--- config.mk ---
export PLATFORM = sky130hd
export DESIGN_NAME = xbus_ctrl
export DESIGN_NICKNAME = d
export VERILOG_FILES = /design/src/rtl/xbus_pkg.sv /design/src/rtl/xbus_sector_dec.sv /design/src/rtl/xbus_seq.sv /design/src/rtl/xbus_ad_path.sv /design/src/rtl/xbus_ctrl.sv
export SDC_FILE = /design/constraint.sdc
export NUM_CORES = 1
export LEC_CHECK = 0
export BUFFER_PORTS_ARGS = -buffer_cell sky130_fd_sc_hd__buf_4
export CAP_MARGIN = 25
export CORE_UTILIZATION = 34
export DETAILED_ROUTE_END_ITERATION = 6
export GPL_TIMING_DRIVEN = 0
export MAX_ROUTING_LAYER = met4
export PLACE_DENSITY_LB_ADDON = 0.15
export SYNTH_ARGS = -nofsm -noshare
export SYNTH_HDL_FRONTEND = slang
export SYNTH_HIERARCHICAL = 1
export SYNTH_SLANG_ARGS = --single-unit
--- constraint.sdc ---
create_clock -name clk -period 3.2 [get_ports clk]
set_clock_uncertainty 0.2 [all_clocks]
set_input_delay 0 -clock clk [delete_from_list [all_inputs] [get_ports clk]]
set_output_delay 0 -clock clk [all_outputs]
set_load 0.005 [all_outputs]
--- src/rtl/xbus_pkg.sv ---
package xbus_pkg;

  typedef enum logic [2:0] {
    PH_IDLE, PH_ADDR, PH_SETUP, PH_STRB, PH_LAST, PH_HOLD
  } phase_e;

  // number of strobe periods beyond the first one
  function automatic logic [1:0] extra_waits(input logic [1:0] code);
    return (code == 2'b00) ? 2'd0 : (code == 2'b01) ? 2'd1 : 2'd2;
  endfunction

  // trailing address-hold period after the strobe
  function automatic logic hold_after(input logic [1:0] code);
    return code == 2'b11;
  endfunction

  // total periods of one access
  function automatic logic [3:0] access_periods(input logic [1:0] code);
    return 4'd4 + {2'b00, extra_waits(code)} + {3'b000, hold_after(code)};
  endfunction

endpackage

--- src/rtl/xbus_sector_dec.sv ---
module xbus_sector_dec #(
  parameter int HW = 8
) (
  input  logic [HW-1:0] addr_hi,
  input  logic [HW-1:0] boundary,
  input  logic [1:0]    lo_code,
  input  logic [1:0]    hi_code,
  output logic [1:0]    code
);
  logic upper;
  assign upper = addr_hi >= boundary;
  assign code  = upper ? hi_code : lo_code;
endmodule

--- src/rtl/xbus_seq.sv ---
module xbus_seq
  import xbus_pkg::*;
(
  input  logic       clk,
  input  logic       rst_n,
  input  logic       start,
  input  logic [1:0] wcode,
  output phase_e     phase,
  output logic       final_p,
  output logic       sample_p
);
  phase_e     ph_q;
  logic [1:0] cnt_q;
  logic       hold_q;

  always_ff @(posedge clk or negedge rst_n) begin
    if (!rst_n) begin
      ph_q   <= PH_IDLE;
      cnt_q  <= '0;
      hold_q <= 1'b0;
    end else begin
      case (ph_q)
        PH_IDLE: if (start) begin
          ph_q   <= PH_ADDR;
          cnt_q  <= extra_waits(wcode);
          hold_q <= hold_after(wcode);
        end
        PH_ADDR:  ph_q <= PH_SETUP;
        PH_SETUP: ph_q <= PH_STRB;
        PH_STRB:  if (cnt_q == 2'd0) ph_q <= PH_LAST;
                  else cnt_q <= cnt_q - 2'd1;
        PH_LAST:  ph_q <= hold_q ? PH_HOLD : PH_IDLE;
        default:  ph_q <= PH_IDLE;
      endcase
    end
  end

  assign phase    = ph_q;
  assign final_p  = (ph_q == PH_LAST && !hold_q) || ph_q == PH_HOLD;
  assign sample_p = ph_q == PH_STRB && cnt_q == 2'd0;


  hold_follows_last_chk: assert property (@(posedge clk) disable iff (!rst_n)
    ph_q == PH_HOLD |-> $past(ph_q) == PH_LAST);


  strb_after_setup_chk: assert property (@(posedge clk) disable iff (!rst_n)
    $past(ph_q) == PH_SETUP |-> ph_q == PH_STRB);
endmodule

--- src/rtl/xbus_ad_path.sv ---
module xbus_ad_path
  import xbus_pkg::*;
#(
  parameter int DW = 8
) (
  input  logic          clk,
  input  logic          rst_n,
  input  phase_e        phase,
  input  logic          is_wr,
  input  logic [DW-1:0] addr_lo,
  input  logic [DW-1:0] wdata,
  input  logic          sample,
  input  logic [DW-1:0] ad_in,
  input  logic          keeper_en,
  output logic [DW-1:0] ad_out,
  output logic          oe,
  output logic          keep,
  output logic [DW-1:0] rd_data
);
  logic [DW-1:0] kept_q;
  logic [DW-1:0] drive_val;
  logic          rd_sample;
  logic          wr_phase;

  assign wr_phase  = phase == PH_SETUP || phase == PH_STRB || phase == PH_LAST;
  assign oe        = phase == PH_ADDR || (is_wr && wr_phase);
  assign drive_val = (phase == PH_ADDR) ? addr_lo : wdata;
  assign rd_sample = sample && !is_wr;
  assign ad_out    = oe ? drive_val : kept_q;
  assign keep      = keeper_en && !oe;

  always_ff @(posedge clk or negedge rst_n) begin
    if (!rst_n) begin
      kept_q  <= '0;
      rd_data <= '0;
    end else begin
      if (oe)             kept_q <= drive_val;
      else if (rd_sample) kept_q <= ad_in;
      if (rd_sample)      rd_data <= ad_in;
    end
  end


  keeper_steady_chk: assert property (@(posedge clk) disable iff (!rst_n)
    keep && $past(keep) && !$past(rd_sample) |-> $stable(ad_out));
endmodule

--- src/rtl/xbus_ctrl.sv ---
module xbus_ctrl
  import xbus_pkg::*;
#(
  parameter int AW = 16,
  parameter int DW = 8
) (
  input  logic          clk,
  input  logic          rst_n,
  input  logic          req_valid,
  input  logic          req_write,
  input  logic [AW-1:0] req_addr,
  input  logic [DW-1:0] req_wdata,
  input  logic          next_is_ram,
  input  logic [1:0]    cfg_lo_wait,
  input  logic [1:0]    cfg_hi_wait,
  input  logic [AW-DW-1:0] cfg_boundary,
  input  logic          cfg_keeper,
  output logic          busy,
  output logic          done,
  output logic [DW-1:0] rd_data,
  output logic          ext_ale,
  output logic [AW-DW-1:0] ext_ahi,
  output logic [DW-1:0] ext_ad_out,
  output logic          ext_ad_oe,
  output logic          ext_ad_keep,
  input  logic [DW-1:0] ext_ad_in,
  output logic          ext_wr_n,
  output logic          ext_rd_n
);
  localparam int HW = AW - DW;

  phase_e        phase;
  logic          final_p, sample_p, accept, strobe_p;
  logic [1:0]    wcode;
  logic [AW-1:0] addr_q;
  logic [DW-1:0] wdata_q;
  logic          wr_q;

  assign busy   = phase != PH_IDLE;
  assign accept = req_valid && !busy;

  always_ff @(posedge clk or negedge rst_n) begin
    if (!rst_n) begin
      addr_q  <= '0;
      wdata_q <= '0;
      wr_q    <= 1'b0;
    end else if (accept) begin
      addr_q  <= req_addr;
      wdata_q <= req_wdata;
      wr_q    <= req_write;
    end
  end

  xbus_sector_dec #(.HW(HW)) u_dec (
    .addr_hi (req_addr[AW-1:DW]),
    .boundary(cfg_boundary),
    .lo_code (cfg_lo_wait),
    .hi_code (cfg_hi_wait),
    .code    (wcode)
  );

  xbus_seq u_seq (
    .clk     (clk),
    .rst_n   (rst_n),
    .start   (accept),
    .wcode   (wcode),
    .phase   (phase),
    .final_p (final_p),
    .sample_p(sample_p)
  );

  xbus_ad_path #(.DW(DW)) u_ad (
    .clk      (clk),
    .rst_n    (rst_n),
    .phase    (phase),
    .is_wr    (wr_q),
    .addr_lo  (addr_q[DW-1:0]),
    .wdata    (wdata_q),
    .sample   (sample_p),
    .ad_in    (ext_ad_in),
    .keeper_en(cfg_keeper),
    .ad_out   (ext_ad_out),
    .oe       (ext_ad_oe),
    .keep     (ext_ad_keep),
    .rd_data  (rd_data)
  );

  assign strobe_p = phase == PH_STRB;
  assign ext_wr_n = !(strobe_p && wr_q);
  assign ext_rd_n = !(strobe_p && !wr_q);
  assign ext_ale  = phase == PH_ADDR || (final_p && next_is_ram);
  assign ext_ahi  = busy ? addr_q[AW-1:DW] : '0;
  assign done     = final_p;


  strobe_excl_chk: assert property (@(posedge clk) disable iff (!rst_n)
    !(!ext_wr_n && !ext_rd_n));


  done_pulse_chk: assert property (@(posedge clk) disable iff (!rst_n)
    done |=> !done);


  ale_strobe_chk: assert property (@(posedge clk) disable iff (!rst_n)
    ext_ale |-> ext_wr_n && ext_rd_n);


  wr_setup_chk: assert property (@(posedge clk) disable iff (!rst_n)
    $fell(ext_wr_n) |-> $past(ext_ad_oe));


  idle_quiet_chk: assert property (@(posedge clk) disable iff (!rst_n)
    !busy |-> ext_wr_n && ext_rd_n && !ext_ad_oe);


  no_accept_busy_chk: assert property (@(posedge clk) disable iff (!rst_n)
    busy && !done |=> busy);
endmodule

==> metrics, run 1 <==
status finished, final reports clean; footprint of the multi-input gates between 1000 and 1500 um^2; syn nets around 260; worst-case reg-to-reg path depth 5; WL per Instance approximately 13 um; CTS H-Tree Depth 2; hold path depth 4; Die Area 7920 um^2; switch share 34.2%; Max VDD drop ~0.36 mV; fmax between 0.3 and 0.4 GHz; drt via density approximately 4.5; I/O pins just over 80; Leak ~0.0018 uW; Initial DRC Count between 50 and 60; Layout Cells excl Fill 431; worst setup path category input port to register; vias in the first global route 1935; Final Hold Viols 0; Die Wd ~89 um; clock power share 11.8%; highest cell delay on the worst timing path roughly 0.56 ns; min-delay worst type input port to register; area grow syn2layout 47.1%; worst reg2reg endpoint u_seq/cnt_q[0]; # diodes 0; Longest Clk Path Bufs 2; Seq/Total Area, Yosys approximately 46%; gpl congestion just under 0.8; CTS tree yes; commonest non-fill, non-tap cells in the layout 82 x buf_4, 47 x dfrtp_1, 38 x dlygate4sd3_1; Critical Path End Type register; cell area after synthesis between 2000 and 3000 um^2; Setup Buffers After CTS 0; DR pass1 iterations 4; RSZ-0062 raised after global routing false; Hold Path Origin cfg_hi_wait[1]; CTS buffer count 5; CP bufs+invs 4; drt total wl between 5000 and 6000 um; max_cap viols 0; Worst Hold Path EP u_seq/hold_q; critical path, cell by cell dlygate4sd3_1 -> buf_4 -> inv_1 -> ha_1 -> nand2b_4 -> a2111o_1 -> a211oi_2 -> mux2_2 -> dlygate4sd3_1 -> mux2i_1 -> mux2i_1; total grt overflow 0; syn_area_per_cell roughly 13 um^2; dpl cells about 390; Internal 2170 uW; gr usage total 15.9%; final setup TNS 0 ns; synthesized instance count 205; Residual DRC 0; Rel. slew slack approximately 58%; Synth warnings 6; largest net degree at the start of global routing 48; Final Max Tran Viols 0; Top Family by Delay on Critical Path buffers and inverters; # port buffers 80; crit path launch type input port; Worst-Skew Late Latency approximately 0.3 ns; Core Area 7290 um^2; Yosys cell types 35; Final setup viols 0; Starting Density about a third; fill count between 700 and 800; minimum clock period ~3.0 ns; Final Cell Area 3780 um^2; CP Data Required Time around 3.2 ns; Crit-path slowest cell dlygate4sd3_1; DP Area approximately 3300 um^2; routed vias 1949; FF/Latch Area roughly 1200 um^2; CTS root buffer clkbuf_8; Worst Path Max Fanout 3; pwr dens roughly 870 nW/um^2; actual transition at the worst max-transition pin 0.630 ns; DP HPWL between 3000 and 4000 um; final design utilization between 50 and 60%; #FFs+latches synth between 40 and 50; worst r2r src u_seq/phase[1]; Seq pwr share approximately a third; NumNets Final just under 400; Reg clk slew, reported paths ~0.090 ns; P_sw between 1000 and 1500 uW; num rows 31; clk sinks 47; Worst R2R Setup Slack between 0.6 and 0.7 ns; first-pass GRT wire length slightly above 9000 um; Tot Pwr between 3000 and 4000 uW; commonest non-fill, non-tap cell in the layout buf_4; share of cells above drive strength 1 a little over two fifths; power share of the combinational group around 54%; antenna-violating nets left 0; die height a little under 90 um; fin crit share 92.8%; CP arrival roughly 3 ns; antenna violations before repair 0
metrics by stage:
stage	setup slack [ns]	hold slack, ns
2_1_floorplan	0.962	-0.496
3_3_place_gp	0.623	-0.135
3_5_place_dp	0.601	-0.136
4_1_cts	0.223	0.00649
5_1_grt	0.143	0.0163
6_report	0.229	0.00807
worst max-delay path by stage:
stage	startpoint	to	cells after the start	slack, ns
2_1_floorplan	u_seq/phase[1]	u_seq/cnt_q[0]	5	0.96
3_3_place_gp	u_seq/phase[1]	u_seq/cnt_q[0]	5	0.62
3_5_place_dp	u_seq/phase[1]	u_seq/cnt_q[0]	5	0.60
4_1_cts	req_addr[8]	u_seq/cnt_q[1]	11	0.22
5_1_grt	req_addr[8]	u_seq/cnt_q[1]	11	0.14
6_report	req_addr[8]	u_seq/cnt_q[1]	11	0.23
cell families after synthesis:
family / share of synthesized area, %
AO/OA/AOI/OAI: 4.18
adder cells (fa/ha/maj): 4.38
buffers and inverters: 6.47
flip-flops: 45.7
multiplexers: 29.7
AND/OR/NAND/NOR: 9.58
per-layer routing:
layer  up-vias  part of all wire, %  track usage [%]
li1        966                    -                -
met1       914                   47             19.2
met2        62                   47             26.3
met3         7                  5.2             3.69
met4         0                  1.3             5.19
met5         -                    0                -
registers in the layout, indices dropped and copies added (netlist names):
signal        cells
addr_q           16
u_ad/kept_q       8
u_ad/rd_data      8
u_seq/cnt_q       2
u_seq/hold_q      1
u_seq/phase       3
wdata_q           8
wr_q              1
worst reg2reg max path: stages, from the launching register on:
cell and delay, ns:
dfrtp_1 0.57, nor4b_4 0.67, buf_6 0.27, or3b_4 0.42, a21oi_4 0.16, mux2i_1 0.20
cell type report:
class / count / area share, %
inverters: 22 / 2.18
flip-flops and latches: 47 / 31.1
plain buffers: 7 / 2.21
repair buffers: 119 / 26.1
clock inverters: 2 / 0.430
well taps: 99 / 3.27
multi-input cells: 129 / 32.5
clock buffers: 6 / 2.18
cells in the mapped netlist:
cell | count | share of area (%)
nand4_1 | 1 | 0.24
a211oi_1 | 1 | 0.29
dfrtp_1 | 47 | 46
nand3b_1 | 2 | 0.58
and2b_2 | 2 | 0.68
mux2i_1 | 37 | 14
ha_1 | 9 | 4.4
nand2b_4 | 1 | 0.53
or2b_1 | 1 | 0.29
o31ai_1 | 1 | 0.29
a2bb2oi_1 | 1 | 0.34
buf_4 | 1 | 0.29
nor3b_1 | 2 | 0.58
or3b_2 | 1 | 0.34
nand2_1 | 2 | 0.29
mux2_2 | 35 | 15
a2111o_1 | 1 | 0.44
or3b_4 | 1 | 0.44
buf_6 | 5 | 2.2
o21ai_0 | 6 | 1.2
and3_2 | 1 | 0.29
nor3_1 | 2 | 0.39
buf_12 | 1 | 0.78
nor2b_1 | 9 | 2.2
a21oi_4 | 1 | 0.63
a21oi_1 | 1 | 0.19
nor4b_4 | 1 | 0.92
o21ai_2 | 1 | 0.34
nand4b_1 | 1 | 0.34
nand3_1 | 1 | 0.19
nor2_1 | 4 | 0.58
a211oi_2 | 1 | 0.49
inv_1 | 22 | 3.2
nand2b_1 | 1 | 0.24
nand4bb_1 | 1 | 0.44
power groups by stage:
| stage | Sequential, uW | Combinational, uW | Clock, uW |
|---|---|---|---|
| final | 1110 | 1790 | 389 |
| after CTS | 1120 | 1810 | 410 |
| after global placement | 1120 | 1740 | 0 |
| after floorplan | 1080 | 1120 | 0 |
| after global routing | 1170 | 1990 | 432 |
| after detailed placement | 1130 | 1770 | 0 |
repair_timing:
item / in CTS / in global routing
endpoints found under the hold margin: 90 / 0
gates resized for setup: 0 / 0
hold buffers: 38 / 0
Power figures use the tool's default switching activity.
==> run 2, diff against run 1 <==
--- a/config.mk
+++ b/config.mk
@@ -5,8 +5,11 @@
 export SDC_FILE = /design/constraint.sdc
 export NUM_CORES = 1
 export LEC_CHECK = 0
+export ABC_CLOCK_PERIOD_IN_PS = 3200
 export BUFFER_PORTS_ARGS = -buffer_cell sky130_fd_sc_hd__buf_4
 export CAP_MARGIN = 25
+export CELL_PAD_IN_SITES_DETAIL_PLACEMENT = 1
+export CELL_PAD_IN_SITES_GLOBAL_PLACEMENT = 1
 export CORE_UTILIZATION = 34
 export DETAILED_ROUTE_END_ITERATION = 6
 export GPL_TIMING_DRIVEN = 0
==> run 2 against run 1 <==
Cell area hardly changed. Utilization increased by 0.052 points. Total power rose by 4.4%. Highest routed layer unchanged. Largest power group unchanged.
==> metrics, run 2 (synthesis results as in run 1) <==
share of cells above drive strength 1 42.6% (+0.083 points); clk sinks 47 (unchanged); fmax 0.388 GHz (+15%); max_cap viols 0 (unchanged); # port buffers 80 (unchanged); Top Family by Delay on Critical Path simple AND/OR/NAND/NOR gates; minimum clock period 2.58 ns (-0.394 ns); Longest Clk Path Bufs 2 (unchanged); Seq pwr share 32.7% (-1.1 points); CP bufs+invs 1 (-3); Tot Pwr 3440 uW (+4.4%); status finished, final reports clean; fin crit share 80.5% (-12 points); Internal 2300 uW (+6.1%); CP endpoint u_seq/cnt_q[0]; worst setup path category register to register; Critical Path End Type register; crit path launch type register; Reg clk slew, reported paths 0.08 ns (about the same); Worst Path Max Fanout 16 (+13); num rows 31 (unchanged); I/O pins 81 (unchanged); final setup TNS 0 ns (unchanged); post_cts resized 0 (unchanged); routed vias 1958 (+0.46%); Final Hold Viols 0 (unchanged); area grow syn2layout 47.2% (about the same); hold_buf cts 35 (-7.9%); gpl congestion 0.737 (-4.8%); Hold Path Origin cfg_lo_wait[1]; actual transition at the worst max-transition pin 0.634 ns (+0.00468 ns); Leak 0.00184 uW (+0.30%); Max VDD drop 0.357 mV (+0.49%); Die Wd 89.0 um (unchanged); CTS H-Tree Depth 2 (unchanged); switch share 33.2% (-1.0 points); P_sw 1140 uW (+1.3%); CTS buffer count 5 (unchanged); CTS tree yes; Initial DRC Count 36 (-38%); Residual DRC 0 (unchanged); commonest non-fill, non-tap cells in the layout 82 x buf_4, 47 x dfrtp_1, 37 x mux2i_1; antenna-violating nets left 0 (unchanged); min-delay worst type input port to register; WP depth 5 (-6); drt total wl 6260 um (+10%); Final setup viols 0 (unchanged); WL per Instance 14.6 um (+11%); CP arrival 2.59 ns (-0.37 ns); worst r2r src u_seq/phase[1]; CP Data Required Time 3.21 ns (+0.02 ns); Setup Buffers After CTS 0 (unchanged); Largest Register addr_q; commonest non-fill, non-tap cell in the layout buf_4; Rel. slew slack 57.5% (-0.31 points); max reg flops 16 (unchanged); pwr dens 908 nW/um^2 (+4.3%); total grt overflow 0 (unchanged); hold path depth 4 (unchanged); critical path, cell by cell nor4b_4 -> buf_6 -> or3b_4 -> a21oi_4 -> mux2i_1; first-pass GRT wire length 10100 um (+12%); highest cell delay on the worst timing path 0.67 ns (+0.11 ns); clock power share 14.8% (+3.0 points); gr usage total 17.5% (+1.6 points); Worst R2R Setup Slack 0.62 ns (-0.02 ns); Crit-path slowest cell nor4b_4; final design utilization 52.0% (about the same); power share of the combinational group 52.4% (-2.0 points); Starting Density 35.3% (unchanged); Core Area 7290 um^2 (unchanged); Die Area 7920 um^2 (unchanged); vias in the first global route 2105 (+8.8%); WHS 0.0259 ns (+0.0179 ns); RSZ-0062 raised after global routing false; Worst-Skew Late Latency 0.29 ns (about the same); drt via density 4.57 (+1.2%); die height 89.0 um (unchanged); worst-case reg-to-reg path depth 5 (unchanged); # diodes 0 (unchanged); Worst Setup SP u_seq/phase[1]; DP HPWL 4400 um (+15%); worst reg2reg endpoint u_seq/cnt_q[0]; Final Max Tran Viols 0 (unchanged); antenna violations before repair 0 (unchanged); NumNets Final 387 (-0.77%); CTS root buffer clkbuf_8; DR pass1 iterations 4 (unchanged); largest net degree at the start of global routing 48 (unchanged)
==> run 2: cell types whose count changed in the layout (fill, tap and decap cells not counted) <==
| cell | previous run | this run |
|---|---|---|
| clkbuf_1 | 0 | 1 |
| clkinvlp_4 | 1 | 0 |
| dlygate4sd3_1 | 38 | 35 |
| clkbuf_8 | 6 | 5 |
| bufinv_16 | 0 | 2 |
| clkinv_4 | 1 | 0 |
==> run 2: worst min-delay path by stage <==
stage                                 to
final                     u_seq/cnt_q[1]
after global routing      u_seq/cnt_q[1]
after CTS                 u_seq/cnt_q[1]
after detailed placement  u_ad/kept_q[0]
after global placement    u_ad/kept_q[0]
after floorplan                addr_q[0]
==> run 2: power groups by stage <==
stage	Combinational (uW)	Clock [uW]	Sequential, uW
after floorplan	1120	0	1080
after global placement	1750	0	1130
after detailed placement	1790	0	1140
after CTS	1840	531	1130
after global routing	1990	555	1180
final	1800	510	1130
==> run 2: layout make-up <==
cell class	count	area (um^2)
Multi-Input combinational cell	129	1230
Clock inverter	2	60.1
Buffer	7	83.8
Clock buffer	6	72.6
Timing Repair Buffer	116	958
Tap cell	99	124
Fill cell	824	3500
Sequential cell	47	1180
Inverter	22	82.6
==> run 2: metal layers <==
| layer | vias to the layer above | wire length [um] | track usage (%) |
|---|---|---|---|
| met5 | - | 0 | - |
| met4 | 0 | 29 | 3.90 |
| met3 | 2 | 302 | 3.88 |
| met2 | 56 | 3120 | 29.7 |
| met1 | 945 | 2810 | 21.4 |
| li1 | 955 | - | - |
==> run 2: worst reg2reg max path: stages (launching register included) <==
cell and delay (ns):
dfrtp_1 0.58, nor4b_4 0.67, buf_6 0.26, or3b_4 0.42, a21oi_4 0.16, mux2i_1 0.21
==> run 2: stage by stage <==
step / cells / area (um^2) / worst slack, ns
after floorplan: 205 / 2570 / 0.962
after global placement: 384 / 3300 / 0.624
after detailed placement: 385 / 3310 / 0.601
after CTS: 428 / 3790 / 0.585
after global routing: 428 / 3790 / 0.406
final: 428 / 3790 / 0.624
